## src/rtl/spi_xfer_pkg.sv

```systemverilog
package spi_xfer_pkg;
  typedef enum logic [1:0] {
    XM_CORE_RX = 2'b00,
    XM_CORE_TX = 2'b01,
    XM_DMA     = 2'b10,
    XM_RSVD    = 2'b11
  } xfer_mode_e;
endpackage

```

## src/rtl/spi_shift_engine.sv

```systemverilog
// Serial shifter: SPI mode 0, MSB first, sclk = clk / CLK_DIV.
module spi_shift_engine #(
  parameter int WIDTH   = 8,
  parameter int CLK_DIV = 4
) (
  input  logic             clk,
  input  logic             rst_n,
  input  logic             abort,
  input  logic             start,
  input  logic [WIDTH-1:0] tx_word,
  input  logic             miso,
  output logic             busy,
  output logic             sclk,
  output logic             mosi,
  output logic             done,
  output logic [WIDTH-1:0] rx_word
);
  localparam int HALF = CLK_DIV / 2;
  localparam int DW   = (HALF > 1) ? $clog2(HALF) : 1;
  localparam int BW   = (WIDTH > 1) ? $clog2(WIDTH) : 1;

  logic [DW-1:0]    div_q;
  logic [BW-1:0]    bit_q;
  logic [WIDTH-1:0] tx_sh, rx_sh;
  logic             busy_q, sclk_q, done_q;

  always_ff @(posedge clk or negedge rst_n) begin
    if (!rst_n) begin
      busy_q <= 1'b0;
      sclk_q <= 1'b0;
      done_q <= 1'b0;
      div_q  <= '0;
      bit_q  <= '0;
      tx_sh  <= '0;
      rx_sh  <= '0;
    end else begin
      done_q <= 1'b0;
      if (abort) begin
        busy_q <= 1'b0;
        sclk_q <= 1'b0;
        div_q  <= '0;
        bit_q  <= '0;
      end else if (start && !busy_q) begin
        busy_q <= 1'b1;
        sclk_q <= 1'b0;
        div_q  <= '0;
        bit_q  <= '0;
        tx_sh  <= tx_word;
      end else if (busy_q) begin
        if (div_q == DW'(HALF - 1)) begin
          div_q <= '0;
          if (!sclk_q) begin
            sclk_q <= 1'b1;
            rx_sh  <= {rx_sh[WIDTH-2:0], miso};
          end else begin
            sclk_q <= 1'b0;
            if (bit_q == BW'(WIDTH - 1)) begin
              busy_q <= 1'b0;
              done_q <= 1'b1;
            end else begin
              bit_q <= bit_q + 1'b1;
              tx_sh <= {tx_sh[WIDTH-2:0], 1'b0};
            end
          end
        end else begin
          div_q <= div_q + 1'b1;
        end
      end
    end
  end

  assign busy    = busy_q;
  assign sclk    = sclk_q;
  assign mosi    = tx_sh[WIDTH-1];
  assign done    = done_q;
  assign rx_word = rx_sh;

  // the controller never requests a start into a busy shifter
  assert_start_when_idle_R7: assert property (@(posedge clk) disable iff (!rst_n)
    (start && !abort) |-> !busy_q);
  // a word end follows a cycle that was shifting
  assert_done_after_busy_R6: assert property (@(posedge clk) disable iff (!rst_n)
    done_q |-> $past(busy_q));
endmodule

```

## src/rtl/spi_dma_seq.sv

```systemverilog
// Word-count sequencer for the DMA-paced mode.
module spi_dma_seq #(
  parameter int CNT_W = 8
) (
  input  logic             clk,
  input  logic             rst_n,
  input  logic             enable,
  input  logic             dma_en,
  input  logic [CNT_W-1:0] dma_len,
  input  logic             rcv_dir,
  input  logic             tx_full,
  input  logic             rx_full,
  input  logic             dma_ack,
  output logic             dma_req,
  output logic             dma_wr,
  output logic             dma_rd,
  output logic             kick,
  output logic             last
);
  logic             en_prev_q, active_q, last_q, go, acc;
  logic [CNT_W-1:0] cnt_q;

  assign go      = enable && dma_en && !en_prev_q;
  assign dma_req = enable && active_q && (cnt_q != '0) && (rcv_dir ? rx_full : !tx_full);
  assign acc     = dma_req && dma_ack;
  assign dma_wr  = acc && !rcv_dir;
  assign dma_rd  = acc && rcv_dir;
  assign kick    = (go && rcv_dir && (dma_len != '0)) ||
                   dma_wr || (dma_rd && (cnt_q != CNT_W'(1)));
  assign last    = last_q;

  always_ff @(posedge clk or negedge rst_n) begin
    if (!rst_n) begin
      en_prev_q <= 1'b0;
      active_q  <= 1'b0;
      last_q    <= 1'b0;
      cnt_q     <= '0;
    end else begin
      en_prev_q <= dma_en;
      last_q    <= acc && (cnt_q == CNT_W'(1));
      if (!enable || !dma_en) begin
        active_q <= 1'b0;
        cnt_q    <= '0;
      end else if (go) begin
        active_q <= (dma_len != '0);
        cnt_q    <= dma_len;
      end else if (acc) begin
        cnt_q <= cnt_q - 1'b1;
        if (cnt_q == CNT_W'(1)) active_q <= 1'b0;
      end
    end
  end

  // the end pulse comes only once the count is exhausted
  assert_last_means_empty_R10: assert property (@(posedge clk) disable iff (!rst_n)
    last_q |-> (cnt_q == '0));
  // an acknowledged word always reduces the count by one
  assert_ack_counts_R8: assert property (@(posedge clk) disable iff (!rst_n)
    (acc && enable && dma_en) |=> (cnt_q == $past(cnt_q) - 1'b1));
endmodule

```

## src/rtl/spi_xfer_ctrl.sv

```systemverilog
module spi_xfer_ctrl #(
  parameter int WIDTH   = 8,
  parameter int CLK_DIV = 4,
  parameter int CNT_W   = 8
) (
  input  logic             clk,
  input  logic             rst_n,
  input  logic             port_en,
  input  logic [1:0]       mode,
  input  logic             rcv_dir,
  input  logic             tx_wr,
  input  logic [WIDTH-1:0] tx_wdata,
  input  logic             rx_rd,
  output logic [WIDTH-1:0] rx_data,
  output logic             irq,
  input  logic             dma_en,
  input  logic [CNT_W-1:0] dma_len,
  output logic             dma_req,
  input  logic             dma_ack,
  input  logic [WIDTH-1:0] dma_wdata,
  output logic             sclk,
  output logic             mosi,
  input  logic             miso
);
  import spi_xfer_pkg::*;

  xfer_mode_e       mode_e;
  logic             host_wr, host_rd, dma_wr, dma_rd, dma_kick, dma_last;
  logic             trig, start_req, eng_start, eng_busy, eng_done;
  logic             pend_q, tx_full_q, rx_full_q;
  logic [WIDTH-1:0] tx_buf_q, rx_buf_q, eng_rx, eng_tx;

  assign mode_e  = xfer_mode_e'(mode);
  assign host_wr = port_en && tx_wr;
  assign host_rd = port_en && rx_rd;

  spi_dma_seq #(.CNT_W(CNT_W)) u_dma (
    .clk     (clk),
    .rst_n   (rst_n),
    .enable  (port_en && (mode_e == XM_DMA)),
    .dma_en  (dma_en),
    .dma_len (dma_len),
    .rcv_dir (rcv_dir),
    .tx_full (tx_full_q),
    .rx_full (rx_full_q),
    .dma_ack (dma_ack),
    .dma_req (dma_req),
    .dma_wr  (dma_wr),
    .dma_rd  (dma_rd),
    .kick    (dma_kick),
    .last    (dma_last)
  );

  always_comb begin
    unique case (mode_e)
      XM_CORE_RX: trig = host_rd;
      XM_CORE_TX: trig = host_wr;
      XM_DMA:     trig = dma_kick;
      default:    trig = 1'b0;
    endcase
  end

  assign start_req = port_en && (trig || pend_q);
  assign eng_start = start_req && !eng_busy;
  assign eng_tx    = host_wr ? tx_wdata : (dma_wr ? dma_wdata : tx_buf_q);

  spi_shift_engine #(.WIDTH(WIDTH), .CLK_DIV(CLK_DIV)) u_eng (
    .clk     (clk),
    .rst_n   (rst_n),
    .abort   (!port_en),
    .start   (eng_start),
    .tx_word (eng_tx),
    .miso    (miso),
    .busy    (eng_busy),
    .sclk    (sclk),
    .mosi    (mosi),
    .done    (eng_done),
    .rx_word (eng_rx)
  );

  always_ff @(posedge clk or negedge rst_n) begin
    if (!rst_n) begin
      pend_q    <= 1'b0;
      tx_full_q <= 1'b0;
      rx_full_q <= 1'b0;
      tx_buf_q  <= '0;
      rx_buf_q  <= '0;
    end else begin
      pend_q <= start_req && eng_busy;
      if (host_wr || dma_wr) tx_buf_q <= eng_tx;
      if (!port_en)                 tx_full_q <= 1'b0;
      else if (eng_start)           tx_full_q <= 1'b0;
      else if (host_wr || dma_wr)   tx_full_q <= 1'b1;
      if (eng_done) rx_buf_q <= eng_rx;
      if (!port_en)                 rx_full_q <= 1'b0;
      else if (eng_done)            rx_full_q <= 1'b1;
      else if (host_rd || dma_rd)   rx_full_q <= 1'b0;
    end
  end

  always_comb begin
    unique case (mode_e)
      XM_CORE_RX: irq = port_en && rx_full_q && !rx_rd;
      XM_CORE_TX: irq = port_en && !tx_full_q && !tx_wr;
      XM_DMA:     irq = port_en && dma_last;
      default:    irq = 1'b0;
    endcase
  end

  assign rx_data = rx_buf_q;

  // reserved mode never starts a word nor raises the interrupt
  assert_reserved_quiet_R11: assert property (@(posedge clk) disable iff (!rst_n)
    (mode == 2'b11) |-> (!eng_start && !irq));
  // a disabled port has empty buffers on the next cycle
  assert_disable_clears_R12: assert property (@(posedge clk) disable iff (!rst_n)
    !port_en |=> (!rx_full_q && !tx_full_q));
  // a finished word always lands in the receive buffer
  assert_done_fills_rx_R4: assert property (@(posedge clk) disable iff (!rst_n)
    (eng_done && port_en) |=> rx_full_q);
endmodule

```

## config.mk

```make
export PLATFORM = sky130hd
export DESIGN_NAME = spi_xfer_ctrl
export DESIGN_NICKNAME = d
export VERILOG_FILES = /design/src/rtl/spi_xfer_pkg.sv /design/src/rtl/spi_shift_engine.sv /design/src/rtl/spi_dma_seq.sv /design/src/rtl/spi_xfer_ctrl.sv
export SDC_FILE = /design/constraint.sdc
export NUM_CORES = 1
export LEC_CHECK = 0
export BUFFER_PORTS_ARGS = -buffer_cell sky130_fd_sc_hd__clkbuf_2
export CORE_UTILIZATION = 56
export CTS_CLUSTER_DIAMETER = 200
export CTS_CLUSTER_SIZE = 25
export DETAILED_ROUTE_END_ITERATION = 12
export PLACE_DENSITY = 0.8
export SLEW_MARGIN = 10
export SYNTH_ARGS = -nofsm -noshare
export SYNTH_HDL_FRONTEND = slang
export SYNTH_SLANG_ARGS = --single-unit
```

## constraint.sdc

```tcl
create_clock -name clk -period 2.6 [get_ports clk]
set_input_delay 0.52 -clock clk [delete_from_list [all_inputs] [get_ports clk]]
set_output_delay 0.52 -clock clk [all_outputs]
set_load 0.05 [all_outputs]
```

-- Word level (Yosys, flattened, before mapping)
Cells that the tools add are included.
- $add $sub $neg: 3
- eq/ne operators: 12
- multiplexer cells: 50
- bitwise gates (word level): 2
- reductions and logical operators: 51
- operators with widths (cell ; number):
    $mux W8 ; 10
    $mux W1 ; 32
    $logic_and A1 B1 Y1 ; 24
    $mux W3 ; 6
    $reduce_bool A8 Y1 ; 2
    $ne A3 B1 Y1 const B ; 5
    $reduce_and A5 Y1 ; 2
    $eq A8 B1 Y1 const B ; 1
    $logic_not A1 Y1 ; 8
    $ne A8 B1 Y1 const B ; 1
    $sub A8 B1 Y8 const B ; 1
    $logic_or A1 B1 Y1 ; 6
    $pmux W1 S3 ; 2
    $reduce_bool A2 Y1 ; 3
    $reduce_bool A3 Y1 ; 2
    $reduce_and A2 Y1 ; 2
    $reduce_and A4 Y1 ; 1
    $add A3 B1 Y3 const B ; 1
    $eq A3 B3 Y1 const B ; 1
    $ne A3 B2 Y1 const B ; 1
    $eq A2 B1 Y1 const B ; 1
    $eq A2 B2 Y1 const B ; 1
    $logic_not A2 Y1 ; 1
    $ne A2 B1 Y1 const B ; 1
    other kinds (2) ; 3
- register bits after elaboration: 53
- input port bits: 35
- output and inout bits: 12
- logic and storage cells: 134

-- Longest topological paths before layout
Gate-level depths: netlist (run 1).
- depth in word-level cells: 16
- depth in mapped cells: 7
- mapped depth without buffers: 6

-- Cells and area by module
From an unflattened synthesis (run 1), not the netlist that was laid out.
- cells, all modules: 258
- area, all modules: 2775.2 um^2
- by module, submodules not included (module ; instances ; cells each ; area each (um^2) ; sequential area each (um^2)):
    spi_shift_engine ; 1 ; 90 ; 1077.3 ; 575.6
    spi_xfer_ctrl ; 1 ; 84 ; 923.4 ; 475.5
    spi_dma_seq ; 1 ; 84 ; 774.5 ; 275.3

-- Least setup slack after synthesis (run 1)
No wires, ideal clock.
- path kind: input to register
- start: in port_en
- end: reg u_eng.tx_sh[0]
- library setup time: 121 ps
- data arrival time: 2042 ps
- required time: 2479 ps
- path slack: 437 ps
- cell stages on the path: 6
- path buffers: 1
- cell sequence: buf_4 -> nand4b_4 -> a2111oi_2 -> a2111oi_2 -> a311o_4 -> a22o_2
- cells in the longest elaborated chain, start to end: 15
- elaborated cells between the ends (all ways): 29
- classes of those cells: eq/ne: 1; mux: 4; reduce/logical: 24
- ends and longest elaborated chain (element ; line ; text):
    start: declaration ; spi_xfer_ctrl.sv:8 ; input logic port_en,
    $logic_and A1 B1 Y1 ; spi_xfer_ctrl.sv:40 ; .enable (port_en && (mode_e == XM_DMA)),
    $logic_and A1 B1 Y1 (3 in series) ; spi_dma_seq.sv:24 ; assign dma_req = enable && active_q && (cnt_q != '0) && (rcv_dir ? rx_full : !tx_full);
    $logic_and A1 B1 Y1 ; spi_dma_seq.sv:25 ; assign acc = dma_req && dma_ack;
    $logic_and A1 B1 Y1 (on tied branches) ; spi_dma_seq.sv:26, spi_dma_seq.sv:27 ;
    $logic_or A1 B1 Y1 or $logic_and A1 B1 Y1 (tied branches) ; spi_dma_seq.sv:28, spi_dma_seq.sv:29 ;
    $logic_or A1 B1 Y1 ; spi_dma_seq.sv:29 ; dma_wr || (dma_rd && (cnt_q != CNT_W'(1)));
    $pmux W1 S3 ; spi_xfer_ctrl.sv:55 ; unique case (mode_e)
    $logic_or A1 B1 Y1 ; spi_xfer_ctrl.sv:63 ; assign start_req = port_en && (trig || pend_q);
    $logic_and A1 B1 Y1 ; spi_xfer_ctrl.sv:63 ;
    $logic_and A1 B1 Y1 ; spi_xfer_ctrl.sv:64 ; assign eng_start = start_req && !eng_busy;
    $logic_and A1 B1 Y1 ; spi_shift_engine.sv:43 ; end else if (start && !busy_q) begin
    $ne A2 B1 Y1 (no line) or $reduce_bool A2 Y1 (tied branches) ; -- ;
    $reduce_and A5 Y1 (no line) ; -- ;
    end signal: assignment ; spi_shift_engine.sv:48 ; tx_sh <= tx_word;
    end signal: assignment ; spi_shift_engine.sv:62 ; tx_sh <= {tx_sh[WIDTH-2:0], 1'b0};
    end: declaration ; spi_shift_engine.sv:24 ; logic [WIDTH-1:0] tx_sh, rx_sh;
Parallel ways exist; a longest one is shown, timed or not.
A chain may end at the register's enable or synchronous reset.

-- Worst setup path in the final report (run 1)
- start: reg u_dma.cnt_q[0]
- end: out dma_req
- cells in the longest elaborated chain, start to end: 3
- ends and longest elaborated chain (element ; line ; text):
    start: declaration ; spi_dma_seq.sv:21 ; logic [CNT_W-1:0] cnt_q;
    start signal: assignment ; spi_dma_seq.sv:46 ; cnt_q <= dma_len;
    start signal: assignment ; spi_dma_seq.sv:48 ; cnt_q <= cnt_q - 1'b1;
    $reduce_bool A8 Y1 ; spi_dma_seq.sv:24 ;
    $logic_and A1 B1 Y1 (2 in series) ; spi_dma_seq.sv:24 ;
    end: declaration ; spi_xfer_ctrl.sv:18 ; output logic dma_req,
No other way between the ends.

==> results of run 1 <==
power breakdown:
part | internal, mW | total, mW | switching [mW]
clock network | 0.195 | 0.478 | 0.283
registers | 0.897 | 0.946 | 0.0487
logic | 0.126 | 0.278 | 0.152
layout make-up:
cell class / instances / area (um2)
multi-input combinational: 159 / 1240
inverter: 20 / 75.1
timing repair buffer: 56 / 305
clock inverter: 3 / 25.0
fill: 344 / 1370
clock buffer: 5 / 68.8
tap: 52 / 65.1
sequential: 53 / 1330
placed cells by master (no fill, tap or decap), drive strengths merged, types with 2 or more instances in the layout:
cell type and count:
dfrtp 53, clkbuf 51, nor2 21, inv 21
nand2 16, mux2 16, mux2i 10, buf 10
o21a 8, a211oi 8, nor3 7, nand3 7
xor2 7, a221oi 7, a21oi 6, and2 4
nand3b 4, ha 4, nand4b 4, o21ai 3
nand4 3, nor4 3, a311oi 3, a2111oi 2
xnor2 2, o22ai 2
through the flow:
step	hold slack, ns	cells	TNS [ns]	instance area (um2)
finish	0.275	348	0	3110
global placement	0.490	340	-0.00204	3010
global route	0.335	348	0	3110
detailed placement	0.499	340	-0.136	3010
CTS	0.296	348	0	3100
floorplan	0.224	244	0	2690
repair_timing:
item	in CTS	in global routing
endpoints found under the setup margin	0	10
hold endpoints to repair	0	0
resized for setup	0	1
cell families (layout without fill, tap and decap cells):
logic type	Yosys count	count (layout)
compound gates	45	45
simple gates	75	75
mux	26	26
flops	53	53
fa+ha+maj	4	4
buf+inv	32	84
xor+xnor	9	9
synthesized netlist by cell type (all sizes together):
| cell type | instances |
|---|---|
| a2111oi | 2 |
| a211oi | 8 |
| a21boi | 1 |
| a21o | 1 |
| a21oi | 6 |
| a221oi | 7 |
| a22o | 1 |
| a311o | 1 |
| a311oi | 3 |
| and2 | 4 |
| and3 | 1 |
| and3b | 1 |
| buf | 5 |
| clkbuf | 7 |
| dfrtp | 53 |
| ha | 4 |
| inv | 20 |
| mux2 | 16 |
| mux2i | 10 |
| nand2 | 16 |
| nand2b | 1 |
| nand3 | 7 |
| nand3b | 4 |
| nand4 | 3 |
| nand4b | 4 |
| nand4bb | 1 |
| nor2 | 21 |
| nor3 | 7 |
| nor3b | 1 |
| nor4 | 3 |
| nor4b | 1 |
| o211ai | 1 |
| o21a | 8 |
| o21ai | 3 |
| o22a | 1 |
| o22ai | 2 |
| xnor2 | 2 |
| xor2 | 7 |
worst register-to-register path: cells and delay by family, from the launching register on:
| kind | cells | cell delay [ns] |
|---|---|---|
| buffers and inverters | 1 | 0.09 |
| DFF | 1 | 0.42 |
| adders and majority gates | 1 | 0.27 |
| AOI/OAI and AO/OA | 3 | 1.23 |
| and+or+nand+nor | 1 | 0.24 |
how the worst max path moves through the flow:
stage	startpoint	end	cells past startpoint
3_3_place_gp	mode[0]	u_eng.tx_sh[0]$_DFFE_PN0P_	6
6_report	u_dma.cnt_q[0]$_DFFE_PN0P_	dma_req	6
5_1_grt	u_dma.cnt_q[4]$_DFFE_PN0P_	dma_req	4
4_1_cts	u_dma.cnt_q[0]$_DFFE_PN0P_	u_eng.tx_sh[0]$_DFFE_PN0P_	6
2_1_floorplan	port_en	u_eng.tx_sh[0]$_DFFE_PN0P_	6
3_5_place_dp	mode[0]	u_eng.tx_sh[0]$_DFFE_PN0P_	6
sequential cells by signal (all words and copies together) (netlist names):
| signal | flops |
|---|---|
| u_eng.busy | 1 |
| u_dma.active_q | 1 |
| tx_full_q | 1 |
| pend_q | 1 |
| u_dma.last | 1 |
| u_eng.tx_sh | 8 |
| rx_data | 8 |
| u_dma.en_prev_q | 1 |
| u_dma.cnt_q | 8 |
| u_eng.bit_q | 3 |
| u_eng.div_q | 1 |
| u_eng.sclk | 1 |
| u_eng.rx_word | 8 |
| u_eng.done | 1 |
| rx_full_q | 1 |
| tx_buf_q | 8 |
per-layer routing:
layer	up-vias	track usage (%)
met1	969	29.9
met3	5	4.78
met4	0	6.44
li1	976	-
met5	-	0
met2	33	37.5
==> metrics.md, run 1 <==
| Metric | Value |
|---|---|
| Worst setup SP type | `flop` |
| Adder-Cell Fraction of Synth Area | `1.86%` |
| Io pins | `47` |
| Clk sinks | `53` |
| Remaining DRCs | `2` |
| Final slew viol count | `0` |
| Slowest-stage cell, CP | `dfrtp_1` |
| Number of global-route vias before repair | `1961` |
| Setup Buffers After CTS | `0` |
| Initial antenna violation count | `0` |
| CP endpoint kind | `output pin` |
| Yosys warns | `0` |
| Power per cell area | `548 nW/um2` |
| GPL Wtd Cong | `0.848` |
| CP bufs+invs | `2` |
| Top area cells in the synthesized netlist | `dfrtp_1, mux2_2, a221oi_2` |
| Post-synthesis mux area share | `10.4%` |
| Clk buf depth | `2` |
| Post-Syn Nets | `283` |
| Seq/Total Area, Yosys | `49.3%` |
| Clk_skew | `0.00516 ns` |
| CTS tree | `built` |
| GRT Residual Overflow | `0` |
| Total chip power | `1.70 mW` |
| Final period utilization | `92.1%` |
| Drt first-iter violations | `140` |
| MaxCap Viol Count | `0` |
| Final setup viols | `0` |
| Post-Route WL | `5150 um` |
| Met3 wire length | `203 um` |
| Delay-heaviest family, CP | `flip-flops` |
| Routed vias/inst | `5.70` |
| R2r startpoint | `u_dma.cnt_q[0]$_DFFE_PN0P_` |
| Top cell type by total area after synthesis | `dfrtp_1` |
| Global Route Usage Sum | `22.5%` |
| M1 WL | `2380 um` |
| Worst Max-Slew Pin Slew | `0.770 ns` |
| Initial core utilization | `60.1%` |
| Area of the mapped netlist | `2690 um2` |
| CTS root buffer | `clkbuf_8` |
| Max-slew headroom | `48.7%` |
| Post-synth top area share | `49.3%` |
| Die X | `71.3 um` |
| Metal2 WL | `2540 um` |
| Largest net degree at the start of global routing | `33` |
| Number of port buffers | `46` |
| Max frequency | `0.417 GHz` |
| Post-Place Worst Slack | `-0.0602 ns` |
| WL/cell | `14.8 um` |
| Area grow syn2layout | `15.5%` |
| RSZ-0062 raised after global routing | `false` |
| Peak fanout along the critical path | `4` |
| HP Class | `in2async` |
| Critical path required time | `2.08 ns` |
| Compound-Gate Fraction of Synth Area | `15.1%` |
| Crit-path cells | `inv_1, ha_1, and2_1, a21oi_1, and3_1, clkbuf_2` |
| Failing checks | `design-rule violations` |
| Finished Core Util | `69.4%` |
| FF-to-FF End | `u_eng.tx_sh[0]$_DFFE_PN0P_` |
| LEAKAGE | `1.48 nW` |
| Share of layout cells above drive strength 1 | `32.4%` |
| Die height | `71.3 um` |
| Hold buffers post-CTS | `0` |
| CORE AREA | `4470 um2` |
| First-pass GRT wire length | `8930 um` |
| Hold Fails Final Rpt | `0` |
| CTS H-tree depth | `2` |
| Worst Reg2Reg Path Length in Cells | `6` |
| CP arrival | `1.88 ns` |
| R2R Setup Slk | `0.30 ns` |
| Post-synthesis share of cell area spent on xor and xnor gates | `2.93%` |
| Largest family of logic cells by synthesized area | `simple AND/OR/NAND/NOR gates` |
| Kind of critical path | `reg2out` |
| Status | `finished, violations left` |
| Antenna diodes | `0` |
| Reg clk slew, reported paths | `0.10 ns` |
| Minimum clock period after layout | `2.40 ns` |
| Slowest cell delay on critical path | `0.42 ns` |
| Yosys cell types | `44` |
| Simple-gate share of the synthesized area | `15.3%` |
| Vias | `1983` |
| Mean post-synth cell area | `11.0 um2` |
| Synth Register Bits | `53` |
| DRT antenna net count | `0` |
| Die area | `5090 um2` |
| Nets | `334` |
| Worst skew pair latency | `0.30 ns` |
| Final worst slack | `0.204 ns` |
| Top Metal Used | `met4` |
| Post-DP HPWL | `3790 um` |
| CTS Buf Count | `5` |
| Core Rows | `24` |
| Worst IR drop on VDD | `0.000374 V` |
| Initial DRT Pass Iterations | `8` |
| Post-synthesis instance total | `244` |
Note: power is estimated with default switching activity, not from simulation.
==> inputs of run 2 (changes only) <==
==> constraint.sdc (replaced) <==
create_clock -name clk -period 2.6 [get_ports clk]
set_input_delay 0.52 -clock clk [delete_from_list [all_inputs] [get_ports clk]]
set_output_delay 0.52 -clock clk [all_outputs]
set_load 0.005 [all_outputs]
==> run 2 against run 1 <==
The flow still finishes with violations (design-rule violations). Critical path depth is 2 lower. Count of clock-buffer cells in the layout stayed put. Non-clock buffer count stayed put. Via count is 1.4% higher.
==> metrics.md, run 2 (synthesized netlist as in run 1, its figures left out) <==
| Metric | Value |
|---|---|
| Peak fanout along the critical path | `5` |
| Post-DP Area | `3010 um2` |
| Hold buffers post-CTS | `0` |
| Finished Core Util | `69.5%` |
| Critical path required time | `2.08 ns` |
| Clk sinks | `53` |
| Sw Ratio | `27.4%` |
| Clk buf depth | `2` |
| Total chip power | `1.68 mW` |
| MaxCap Viol Count | `0` |
| CTS Buf Count | `5` |
| Initial DRT Pass Iterations | `9` |
| Post-Place Worst Slack | `-0.0896 ns` |
| GPL Wtd Cong | `0.854` |
| Vias | `2010` |
| Placed cell count | `340` |
| Final period utilization | `90.4%` |
| Clock power share | `28.3%` |
| GRT Residual Overflow | `0` |
| Post-Layout Cell Count | `348` |
| Max-slew headroom | `47.5%` |
| Die height | `71.3 um` |
| Failing checks | `design-rule violations` |
| Initial antenna violation count | `0` |
| CTS tree | `built` |
| Antenna diodes | `0` |
| Worst IR drop on VDD | `0.000467 V` |
| LEAKAGE | `1.48 nW` |
| Area grow syn2layout | `15.5%` |
| Initial core utilization | `60.1%` |
| RSZ-0062 raised after global routing | `false` |
| Die area | `5090 um2` |
| CP arrival | `1.83 ns` |
| Post-Route WL | `5320 um` |
| Max frequency | `0.426 GHz` |
| Power per cell area | `540 nW/um2` |
| Final slew viol count | `0` |
| Share of layout cells above drive strength 1 | `32.4%` |
| Number of port buffers | `46` |
| Final setup viols | `0` |
| WHS | `0.280 ns` |
| CORE AREA | `4470 um2` |
| WL/cell | `15.3 um` |
| CTS H-tree depth | `2` |
| CTS root buffer | `clkbuf_8` |
| Sw power | `0.460 mW` |
| Nets | `334` |
| Sequential Power Share | `56.4%` |
| Number of global-route vias before repair | `1975` |
| Core Rows | `24` |
| Minimum clock period after layout | `2.35 ns` |
| Final worst slack | `0.250 ns` |
| First-pass GRT wire length | `8980 um` |
| Kind of critical path | `reg2out` |
| Most common cell after layout, fill and taps aside | `dfrtp_1` |
| Combinational share of power | `15.4%` |
| Clk_skew | `0.00274 ns` |
| Worst Max-Slew Pin Slew | `0.788 ns` |
| Global Route Usage Sum | `22.9%` |
| Largest net degree at the start of global routing | `33` |
| Int Power | `1.22 mW` |
| Worst skew pair latency | `0.30 ns` |
| Hold Fails Final Rpt | `0` |
| Drt first-iter violations | `138` |
| Setup Total Neg Slack | `0 ns` |
| Io pins | `47` |
| Reg clk slew, reported paths | `0.10 ns` |
| Status | `finished, violations left` |
| HP Class | `in2async` |
| Final instance area | `3110 um2` |
| Remaining DRCs | `2` |
| Most frequent cells in the layout | `dfrtp_1, clkbuf_2, nor2_1, inv_1` |
| Worst setup SP type | `flop` |
| Routed vias/inst | `5.78` |
| Post-DP HPWL | `3850 um` |
| Die X | `71.3 um` |
| CP endpoint kind | `output pin` |
| DRT antenna net count | `0` |
run 2: power groups by stage:
| stage | combinational, mW | clock, mW | sequential (mW) |
|---|---|---|---|
| CTS | 0.260 | 0.492 | 0.946 |
| floorplan | 0.177 | 0 | 0.944 |
| detailed placement | 0.258 | 0 | 0.962 |
| finish | 0.258 | 0.475 | 0.946 |
| global placement | 0.247 | 0 | 0.956 |
| global route | 0.289 | 0.525 | 0.954 |
run 2: worst max-delay path, cell delays in order (launching register included):
cell and delay (ns):
dfrtp_1 0.44, nor4_2 0.58, a21oi_1 0.17, and3_1 0.23
clkbuf_2 0.11
run 2: path summary, 6_finish.rpt:
path | from | cells past startpoint | to | slack (ns)
max | u_dma.cnt_q[4]$_DFFE_PN0P_ | 4 | dma_req | 0.25
min reg2reg | u_eng.rx_word[7]$_DFFE_PN0P_ | 1 | u_eng.rx_word[7]$_DFFE_PN0P_ | 0.51
min in group clk | dma_en | 1 | u_dma.en_prev_q$_DFF_PN0_ | 0.37
min | rst_n | 1 | tx_buf_q[6]$_DFFE_PN0P_ | 0.28
max reg2reg | u_dma.cnt_q[0]$_DFFE_PN0P_ | 7 | u_eng.tx_sh[0]$_DFFE_PN0P_ | 0.30
max in group asynchronous | rst_n | 2 | rx_data[7]$_DFFE_PN0P_ | 1.66
run 2: layout make-up:
class	count	area (um2)
clock buffers	5	68.8
clock inverters	3	26.3
fillers	353	1370
inverters	20	75.1
multi-input cells	159	1240
flip-flops and latches	53	1330
well taps	52	65.1
repair buffers	56	305
run 2: metal layers:
layer  vias up  routed length [um]  track usage, %
met5         -                   0               0
met4         0                  44            7.33
met3         4                 209            4.36
met2        40                2630            38.8
met1       992                2430            29.9
li1        974                   -               -
run 2: timing repair:
action,4_1_cts,5_1_grt
setup buffers,0,0
endpoints found under the setup margin,0,12
gates resized for setup,0,1
==> inputs of run 3 (changes only) <==
- CORE_UTILIZATION: 56 -> 35
- PLACE_DENSITY: 0.8 -> 0.54
- RECOVER_POWER: default -> 100
==> run 3 against run 2 <==
The flow now finishes without violations. Sequential share of layout area grew 0.31 points. Hold slack gained 0.099 ns. Highest routed layer unchanged. Final cell count grew 14%. Die area grew 58%. Sequential power is essentially flat. Combinational power shrank 13%. Critical path depth grew 4. Final area shrank 0.72%. Largest cell class unchanged. Wire length grew 2.3%.
==> metrics.md, run 3 (synthesized netlist as in run 1, its figures left out) <==
| Metric | Value |
|---|---|
| Post-Place Worst Slack | `-0.0481 ns` |
| Minimum clock period after layout | `2.31 ns` |
| First-pass GRT wire length | `8980 um` |
| Remaining DRCs | `0` |
| WL/cell | `13.7 um` |
| GRT Residual Overflow | `0` |
| Vias | `1961` |
| Most frequent cells in the layout | `dfrtp_1, clkbuf_2, nor2_1, inv_1` |
| Worst IR drop on VDD | `0.000236 V` |
| Drt first-iter violations | `85` |
| Final period utilization | `88.9%` |
| Io pins | `47` |
| MaxCap Viol Count | `0` |
| Worst setup SP type | `input pin` |
| Hold Fails Final Rpt | `0` |
| Largest net degree at the start of global routing | `29` |
| Max frequency | `0.433 GHz` |
| Status | `finished clean` |
| Slowest-stage cell, CP | `clkbuf_1` |
| Critical path required time | `2.81 ns` |
| Nets | `335` |
| Clk sinks | `53` |
| DRT antenna net count | `0` |
| Worst Max-Slew Pin Slew | `1.41 ns` |
| Worst skew pair latency | `0.31 ns` |
| Share of layout cells above drive strength 1 | `24.9%` |
| Post-Route WL | `5440 um` |
| WHS | `0.380 ns` |
| CTS H-tree depth | `2` |
| Total chip power | `1.64 mW` |
| Fill cells | `756` |
| Final setup viols | `0` |
| CTS tree | `built` |
| Routed vias/inst | `4.95` |
| RSZ-0062 raised after global routing | `false` |
| Clk_skew | `0.00633 ns` |
| CTS Buf Count | `5` |
| Initial core utilization | `36.7%` |
| Final worst slack | `0.290 ns` |
| Power per cell area | `531 nW/um2` |
| Setup Buffers After CTS | `0` |
| Crit-path cells | `clkbuf_1, nand3b_1, buf_4, a311oi_1, clkbuf_1, mux2i_1, o21a_1, a221oi_1` |
| Clk buf depth | `2` |
| Max-slew headroom | `6.03%` |
| Post-DP HPWL | `4010 um` |
| Reg clk slew, reported paths | `0.09 ns` |
| Number of port buffers | `46` |
| CORE AREA | `7330 um2` |
| Number of global-route vias before repair | `1894` |
| Peak fanout along the critical path | `9` |
| LEAKAGE | `1.42 nW` |
| Antenna diodes | `0` |
| CP arrival | `2.52 ns` |
| Area grow syn2layout | `14.7%` |
| Initial DRT Pass Iterations | `4` |
| CTS root buffer | `clkbuf_8` |
| Most common cell after layout, fill and taps aside | `dfrtp_1` |
| Most used cell, CP | `clkbuf_1` |
| CP endpoint kind | `flop` |
| HP Class | `in2reg` |
| Die X | `89.7 um` |
| Die area | `8040 um2` |
| Slowest cell delay on critical path | `0.54 ns` |
| GPL Wtd Cong | `0.821` |
| Die height | `89.7 um` |
| Global Route Usage Sum | `14.7%` |
| Kind of critical path | `in2reg` |
| Core Rows | `31` |
| Initial antenna violation count | `0` |
| Finished Core Util | `42.1%` |
| Final slew viol count | `0` |
==> run 3: cell count changes in the layout (fill, tap and decap cells not counted), sizes merged <==
cell      delta
buf          -5
clkinv       -1
clkinvlp     +1
clkbuf       +6
==> run 3: final timing paths <==
path	from	endpoint	slack [ns]	cells past startpoint
worst max register to register	u_dma.cnt_q[0]$_DFFE_PN0P_	u_eng.tx_sh[7]$_DFFE_PN0P_	0.30	7
min in group asynchronous	rst_n	u_eng.tx_sh[1]$_DFFE_PN0P_	0.52	1
worst min-delay path	dma_en	u_dma.en_prev_q$_DFF_PN0_	0.38	1
worst max-delay path	port_en	u_eng.tx_sh[7]$_DFFE_PN0P_	0.29	8
worst min register to register	u_eng.rx_word[7]$_DFFE_PN0P_	rx_data[7]$_DFFE_PN0P_	0.51	1
max in group asynchronous	rst_n	u_dma.active_q$_DFFE_PN0P_	0.72	2
==> run 3: power by group <==
group	switching [mW]	internal [mW]	total, mW
clock network	0.278	0.192	0.470
registers	0.0463	0.897	0.943
logic	0.119	0.107	0.225
total	0.443	1.20	1.64
==> run 3: what timing repair did <==
action / 4_1_cts / 5_1_grt
hold buffers: 0 / 0
gates resized for setup: 0 / 1
endpoints found under the setup margin: 0 / 12
==> run 3: cell type report <==
class / instances / area [um2] / area share (%)
Multi-Input combinational cell: 159 / 1190 / 38.6
Inverter: 20 / 75.1 / 2.43
Timing Repair Buffer: 57 / 279 / 9.04
Clock buffer: 5 / 68.8 / 2.23
Clock inverter: 3 / 21.3 / 0.689
Sequential cell: 53 / 1330 / 43.0
Tap cell: 99 / 124 / 4.01
==> run 3: metrics by stage <==
step / cells / cell area [um2] / TNS (ns)
2_1_floorplan: 244 / 2690 / 0
3_3_place_gp: 388 / 3080 / 0
3_5_place_dp: 388 / 3080 / -0.146
4_1_cts: 396 / 3170 / 0
5_1_grt: 396 / 3090 / 0
6_report: 396 / 3090 / 0
==> run 3: worst max-delay path: cells and delay by family <==
kind	cells	cell delay (ns)
AO/OA/AOI/OAI	3	0.74
multiplexers	1	0.15
AND/OR/NAND/NOR	1	0.15
buffers and inverters	3	0.95
==> run 3: metal layers <==
| layer | GRT usage, % | share of wire [%] | vias up |
|---|---|---|---|
| met1 | 20.1 | 50 | 945 |
| met2 | 22.7 | 44 | 40 |
| met4 | 4.76 | 0.97 | 0 |
| met3 | 4.02 | 5.0 | 5 |
| met5 | 0 | 0 | - |
| li1 | - | - | 971 |
